==> config.mk <==
export PLATFORM = sky130hd
export DESIGN_NAME = alu16_flags
export DESIGN_NICKNAME = d
export VERILOG_FILES = /design/src/rtl/alu16_pkg.sv /design/src/rtl/alu16_addsub.sv /design/src/rtl/alu16_logic.sv /design/src/rtl/alu16_mul.sv /design/src/rtl/alu16_flags.sv
export SDC_FILE = /design/constraint.sdc
export NUM_CORES = 1
export LEC_CHECK = 0
export CORE_MARGIN = 3
export CORE_UTILIZATION = 35
export DETAILED_ROUTE_END_ITERATION = 12
export DONT_BUFFER_PORTS = 1
export GPL_TIMING_DRIVEN = 1
export PLACE_DENSITY = 0.6
export SETUP_SLACK_MARGIN = 0.02
export SLEW_MARGIN = 30
export SYNTH_ARGS = -nofsm -noshare
export SYNTH_HDL_FRONTEND = slang
export SYNTH_SLANG_ARGS = --single-unit
==> constraint.sdc <==
create_clock -name clk -period 17.4 [get_ports clk]
set_input_delay 1.74 -clock clk [delete_from_list [all_inputs] [get_ports clk]]
set_output_delay 1.74 -clock clk [all_outputs]
set_load 0.01 [all_outputs]
==> src/rtl/alu16_pkg.sv <==
package alu16_pkg;
  typedef enum logic [2:0] {
    FAM_ADD = 3'd0,
    FAM_SUB = 3'd1,
    FAM_AND = 3'd2,
    FAM_OR  = 3'd3,
    FAM_MUL = 3'd4
  } fam_e;

  typedef struct packed {
    logic c;
    logic z;
    logic s;
    logic v;
  } flags_t;
endpackage

==> src/rtl/alu16_addsub.sv <==
module alu16_addsub #(
  parameter int W = 16
) (
  input  logic [W-1:0] a,
  input  logic [W-1:0] b,
  input  logic         sub,
  input  logic         use_carry,
  input  logic         cin,
  output logic [W-1:0] res,
  output logic         c_out,
  output logic         v_out
);
  logic [W:0]   ext;
  logic [W-1:0] ovf_vec;

  always_comb begin
    if (!sub) begin
      ext     = {1'b0, a} + {1'b0, b} + (W+1)'(use_carry & cin);
      res     = ext[W-1:0];
      c_out   = ext[W];
      ovf_vec = ~(a ^ b) & (b ^ res);
    end else begin
      ext     = {1'b0, a} - {1'b0, b} - (W+1)'(use_carry & ~cin);
      res     = ext[W-1:0];
      c_out   = ~ext[W];
      ovf_vec = (a ^ b) & (a ^ res);
    end
    v_out = ovf_vec[W-1];
  end
endmodule

==> src/rtl/alu16_logic.sv <==
module alu16_logic #(
  parameter int W = 16
) (
  input  logic [W-1:0] a,
  input  logic [W-1:0] b,
  input  logic         or_group,
  input  logic         alt,
  output logic [W-1:0] res
);
  always_comb begin
    if (!or_group) res = alt ? (a & ~b) : (a & b);
    else           res = alt ? (a ^ b)  : (a | b);
  end
endmodule

==> src/rtl/alu16_mul.sv <==
module alu16_mul #(
  parameter int W = 16
) (
  input  logic [W-1:0] a,
  input  logic [W-1:0] b,
  input  logic         signed_en,
  output logic [W-1:0] res
);
  localparam int HW = W / 2;

  logic signed [HW:0]     sa;
  logic signed [HW:0]     sb;
  logic signed [2*HW+1:0] prod;

  always_comb begin
    sa   = {signed_en & a[HW-1], a[HW-1:0]};
    sb   = {signed_en & b[HW-1], b[HW-1:0]};
    prod = sa * sb;
    res  = prod[W-1:0];
  end
endmodule

==> src/rtl/alu16_flags.sv <==
module alu16_flags
  import alu16_pkg::*;
#(
  parameter int W     = 16,
  parameter int IMM_W = 4
) (
  input  logic             clk,
  input  logic             rst,
  input  logic             in_valid,
  input  logic [2:0]       op_family,
  input  logic [1:0]       op_mode,
  input  logic [W-1:0]     src_a,
  input  logic [W-1:0]     reg_b,
  input  logic [IMM_W-1:0] imm_n,
  output logic             out_valid,
  output logic [W-1:0]     result,
  output logic             wr_en,
  output logic             flag_c,
  output logic             flag_z,
  output logic             flag_s,
  output logic             flag_v
);
  flags_t       fl_q, fl_d;
  logic [W-1:0] res_d;
  logic         wr_d;
  logic         is_cmp, use_imm;
  logic [W-1:0] opnd_b;
  logic [W-1:0] as_res, lg_res, mu_res;
  logic         as_c, as_v, as_sub, as_carry;

  assign is_cmp   = (op_family == FAM_SUB) && (op_mode == 2'd3);
  assign use_imm  = op_mode[1] && !is_cmp;
  assign opnd_b   = use_imm ? W'(imm_n) : reg_b;
  assign as_sub   = (op_family == FAM_SUB);
  assign as_carry = as_sub ? (op_mode == 2'd1) : op_mode[0];

  alu16_addsub #(.W(W)) u_addsub (
    .a(src_a), .b(opnd_b), .sub(as_sub), .use_carry(as_carry),
    .cin(fl_q.c), .res(as_res), .c_out(as_c), .v_out(as_v)
  );

  alu16_logic #(.W(W)) u_logic (
    .a(src_a), .b(opnd_b), .or_group(op_family == FAM_OR),
    .alt(op_mode[0]), .res(lg_res)
  );

  alu16_mul #(.W(W)) u_mul (
    .a(src_a), .b(opnd_b), .signed_en(~op_mode[0]), .res(mu_res)
  );

  always_comb begin
    fl_d  = fl_q;
    res_d = '0;
    wr_d  = 1'b0;
    case (op_family)
      FAM_ADD, FAM_SUB: begin
        res_d = as_res;
        wr_d  = !is_cmp;
        fl_d  = '{c: as_c, z: (as_res == '0), s: as_res[W-1], v: as_v};
      end
      FAM_AND, FAM_OR: begin
        res_d  = lg_res;
        wr_d   = 1'b1;
        fl_d.z = (lg_res == '0);
        fl_d.s = lg_res[W-1];
      end
      FAM_MUL: begin
        res_d  = mu_res;
        wr_d   = 1'b1;
        fl_d.z = (mu_res == '0);
        fl_d.s = mu_res[W-1];
      end
      default: ;
    endcase
  end

  always_ff @(posedge clk) begin
    if (rst) begin
      out_valid <= 1'b0;
      wr_en     <= 1'b0;
      result    <= '0;
      fl_q      <= '0;
    end else begin
      out_valid <= in_valid;
      if (in_valid) begin
        wr_en  <= wr_d;
        result <= res_d;
        fl_q   <= fl_d;
      end else begin
        wr_en  <= 1'b0;
      end
    end
  end

  assign flag_c = fl_q.c;
  assign flag_z = fl_q.z;
  assign flag_s = fl_q.s;
  assign flag_v = fl_q.v;

  // a request is answered on the following cycle
  p_latency_r2: assert property (@(posedge clk) disable iff (rst)
    in_valid |=> out_valid);

  // compare never asks for a register write
  p_cmp_nowrite_r5: assert property (@(posedge clk) disable iff (rst)
    (in_valid && is_cmp) |=> (out_valid && !wr_en));

  // logic and multiply keep carry and overflow
  p_keep_cv_r7: assert property (@(posedge clk) disable iff (rst)
    (in_valid && (op_family == FAM_AND || op_family == FAM_OR || op_family == FAM_MUL))
      |=> ($stable(flag_c) && $stable(flag_v)));

  // zero and sign agree with a written result
  p_zero_r10: assert property (@(posedge clk) disable iff (rst)
    (out_valid && wr_en) |-> (flag_z == (result == '0)));
  p_sign_r10: assert property (@(posedge clk) disable iff (rst)
    (out_valid && wr_en) |-> (flag_s == result[W-1]));

  // idle cycles leave the flags alone
  p_idle_r11: assert property (@(posedge clk) disable iff (rst)
    !in_valid |=> (!out_valid && $stable({flag_c, flag_z, flag_s, flag_v})));
endmodule

==> flow_summary.toml <==
[outcome]
outcome = "finished clean"

[setup_path]
reg2reg_to = "result[14]"
worstPathCellList = "or3b_4 > o21ai_2 > nand2_1 > nand2_1 > ha_1 > inv_1 > fa_1 > inv_1 > fa_1 > ha_1 > inv_1 > fa_1 > inv_1 > ha_1 > ha_1 > fa_1 > a21oi_1 > o211ai_1 > o41ai_1 > o21ai_0 > xnor2_1 > a22o_1 > a211oi_1 > nor3_1"
worstPathArrival_ns = 8.48
reg2reg_from = "flag_c"
critical_path_class = "in2reg"
critPathCaptureType = "register"
cp_top_family = "adder cells"
r2r_slack_ns = 13.55
timing.critical_path.depth = 24
worstRegToRegCells = 12
worst_setup_path_startpoint = "op_family[1]"
critPathMaxFanout = 22
critPathRequiredTime_ns = 17.58
critical-path-slowest-cell = "o21ai_2"
worst_path_largest_cell_delay_ns = 0.78
critPathLaunchType = "primary input"
timing.critical_path.buf_inv = 4
worstSetupEndpoint = "flag_s"

[place]
globalplace.congestion = 0.916
detailed_place_hpwl_mm = 17.4
placement.io_buffers = 0
dpl_worst_slack_ns = 9.04

[synth]
async_reset_ff_frac = 0
synthDominantCellAreaShare = 0.199
ys_seq_elements = 22
yosys.area.top_type = "fa_1"
synth.yosys.seq_area_share = 0.0652
synth.distinct_cells = 74
synth_fp_nets = 1093
synth.area.top_cells = "fa_1 (20%), ha_1 (18%), inv_1 (7.8%)"
synthesis.yosys.warnings = 0
netlist_instances = 886
postSynth.topFlopCell = "dfxtp_1"
avgSynthCellArea_um2 = 7.63
count_of_flip_flops_with_a_built_in_enable_after_synthesis = 0
synth_area_mm2 = 0.00676

[detailed_routing]
drt-initial-drc-count = 562
dr.pass1.iters = 9
wl_per_cell_um = 18.5
drt.antenna.violating_nets = 0
viasPerCell = 5.51
total_drc_errors_in_the_routed_layout = 0
wirelength_mm = 20.7
number_of_vias_after_detailed_routing = 6173

[grt]
antenna_found_initial = 0
globalRoute.totalOverflow = 0
grt_use_total = 0.192
globalRouteMet1Util = 0.263
grt.busiest_layer = "met2"
grtUsageMet2 = 0.316
largest_net_degree_at_the_start_of_global_routing = 36
number_of_global_route_vias_before_repair = 6019
gr-usage-met3 = 0.0337
first_pass_grt_wire_length_mm = 33.0

[sta]
timing.final.setup_violations = 0
final_min_period_over_clock_period = 0.477
unrepaired_setup_endpoints_after_global_routing = "no"
max_slew_violation_total_from_the_final_report = 0
fin_skew_ns = 0.00189
max_slew.worst_pin.slew_ns = 0.959
timing.fmax_mhz = 121
report.final.hold_viol_count = 0
slew_headroom = 0.360
finalWorstPathRequiredPeriod_ns = 8.30
finalWorstSetupSlack_ns = 9.10
tns_ns = 0

[power_and_ir_drop]
cell_area_power_density_mw_per_mm2 = 76.0
standby_leakage_power_uw = 0.00333
vdd.ir_drop.worst_v = 0.0000571

[floorplan]
dieHeight_um = 145
core.rowCount = 50
floorplan.initialDensity = 0.359
dieArea_mm2 = 0.0210
io-pin-count = 66
core_area_mm2 = 0.0188
fp.dieW_um = 145

[clock_network]
cts_root_cell = "clkbuf_16"
post_cts_resized = 0
cts_hold_repair.buffers = 0
insertion_delay_ns = 0.25
cts_buffer_depth = 2
htreeDepth = 1
worst_setup_hold_path_clk_slew_ns = 0.06
tritoncts.num_buffers = 3
cts_tree = "built"
clkSinkCount = 22
cts.repair_timing.setup_buffer_count = 0

[finish]
diodes = 0
design.final.nets = 1069
layout-drive-gt1-share = 0.0279
area_growth_syn_to_layout_pct = 4.35
finalCoreUtilization = 0.374

[min_path]
hold_path.class = "reg2reg"

[job]
reported_max_cap_violation_count = 0
==> worst min-delay path, delay by kind of cell (launching register included) <==
family | cells | cell delay, ns
DFF | 1 | 0.34
AOI/OAI and AO/OA | 1 | 0.06
and+or+nand+nor | 1 | 0.06
==> synthesized netlist by cell type, drive strengths merged, types with 3 or more instances <==
| cell type | n |
|---|---|
| o211ai | 7 |
| or2 | 5 |
| o2111ai | 3 |
| nor4 | 4 |
| o221ai | 3 |
| xnor2 | 29 |
| ha | 96 |
| nand4 | 8 |
| o31ai | 7 |
| dfxtp | 22 |
| or3 | 3 |
| a221oi | 4 |
| o21bai | 4 |
| a21o | 6 |
| o21a | 5 |
| nand3 | 27 |
| a22o | 5 |
| nand2b | 6 |
| nor2 | 96 |
| o22a | 3 |
| o22ai | 7 |
| a211oi | 8 |
| a31o | 3 |
| a32oi | 7 |
| a2bb2oi | 3 |
| a21oi | 35 |
| mux2i | 11 |
| and2 | 6 |
| a222oi | 3 |
| clkbuf | 17 |
| o41ai | 3 |
| a22oi | 8 |
| o21ai | 37 |
| xor2 | 15 |
| or4 | 7 |
| buf | 13 |
| a31oi | 12 |
| fa | 67 |
| nor3 | 5 |
| nor2b | 7 |
| inv | 142 |
| nand2 | 100 |
==> per-stage QoR <==
step	cell area (um2)	cells	hold WS, ns	total power [uW]
2_1_floorplan	6760	886	0.483	367
3_3_place_gp	6960	1117	0.508	475
3_5_place_dp	6960	1117	0.511	473
4_1_cts	7050	1121	0.522	529
5_1_grt	7050	1121	0.542	585
6_report	7050	1121	0.516	536
==> registers in the layout, indices dropped and copies added, names as in the netlist <==
| register | cells |
|---|---|
| out_valid | 1 |
| flag_z | 1 |
| flag_v | 1 |
| flag_c | 1 |
| wr_en | 1 |
| result | 16 |
| flag_s | 1 |
==> placed cells by master, fill, tap and decap left out, types with 8 or more instances in the layout <==
cell      netlist  routed
a211oi_1        8       8
a21oi_1        34      34
a22oi_1         8       8
a31oi_1        11      11
dfxtp_1        22      22
fa_1           67      67
ha_1           96      96
inv_1         140     140
mux2i_1        11      11
nand2_1       100      99
nand3_1        27      27
nand4_1         8       8
nor2_1         96      96
o21ai_0        30      30
xnor2_1        29      29
xor2_1         15      15
==> report_power, final <==
group	switching (uW)	internal [uW]	leakage, uW
clock	18.2	35.1	0.0000442
combinational	262	163	0.00311
sequential	3.98	53.8	0.000179
==> worst min path at each step <==
stage	from	end	slack, ns	cells past startpoint
global placement	result[5]	result[5]	0.51	2
global route	result[7]	result[7]	0.54	2
CTS	result[5]	result[5]	0.52	2
detailed placement	result[2]	result[2]	0.51	2
floorplan	result[15]	result[15]	0.48	2
finish	result[7]	result[7]	0.52	2
==> cell type report <==
class                   count  area (um2)
clock buffers               4        88.8
fillers                  2000       11800
inverters                 143         537
multi-input cells         691        5650
flip-flops and latches     22         440
well taps                 260         325
repair buffers              1        7.51
==> routing by layer <==
metal / vias up / routed length (um)
li1: 2959 / -
met1: 2966 / 9120
met2: 215 / 9400
met3: 33 / 1570
met4: 0 / 612
met5: - / 0
==> logic make-up (layout without fill, tap and decap cells) <==
kind of cell | Yosys count | count (layout) | share of synthesized area
and+or+nand+nor | 284 | 284 | 0.191
muxes | 12 | 12 | 0.0185
DFF | 22 | 22 | 0.0652
AOI/OAI and AO/OA | 188 | 188 | 0.193
adders and majority gates | 163 | 163 | 0.376
buffers and inverters | 173 | 148 | 0.0987
xor gates and xnor gates | 44 | 44 | 0.0570
Power figures use the tool's default switching activity.
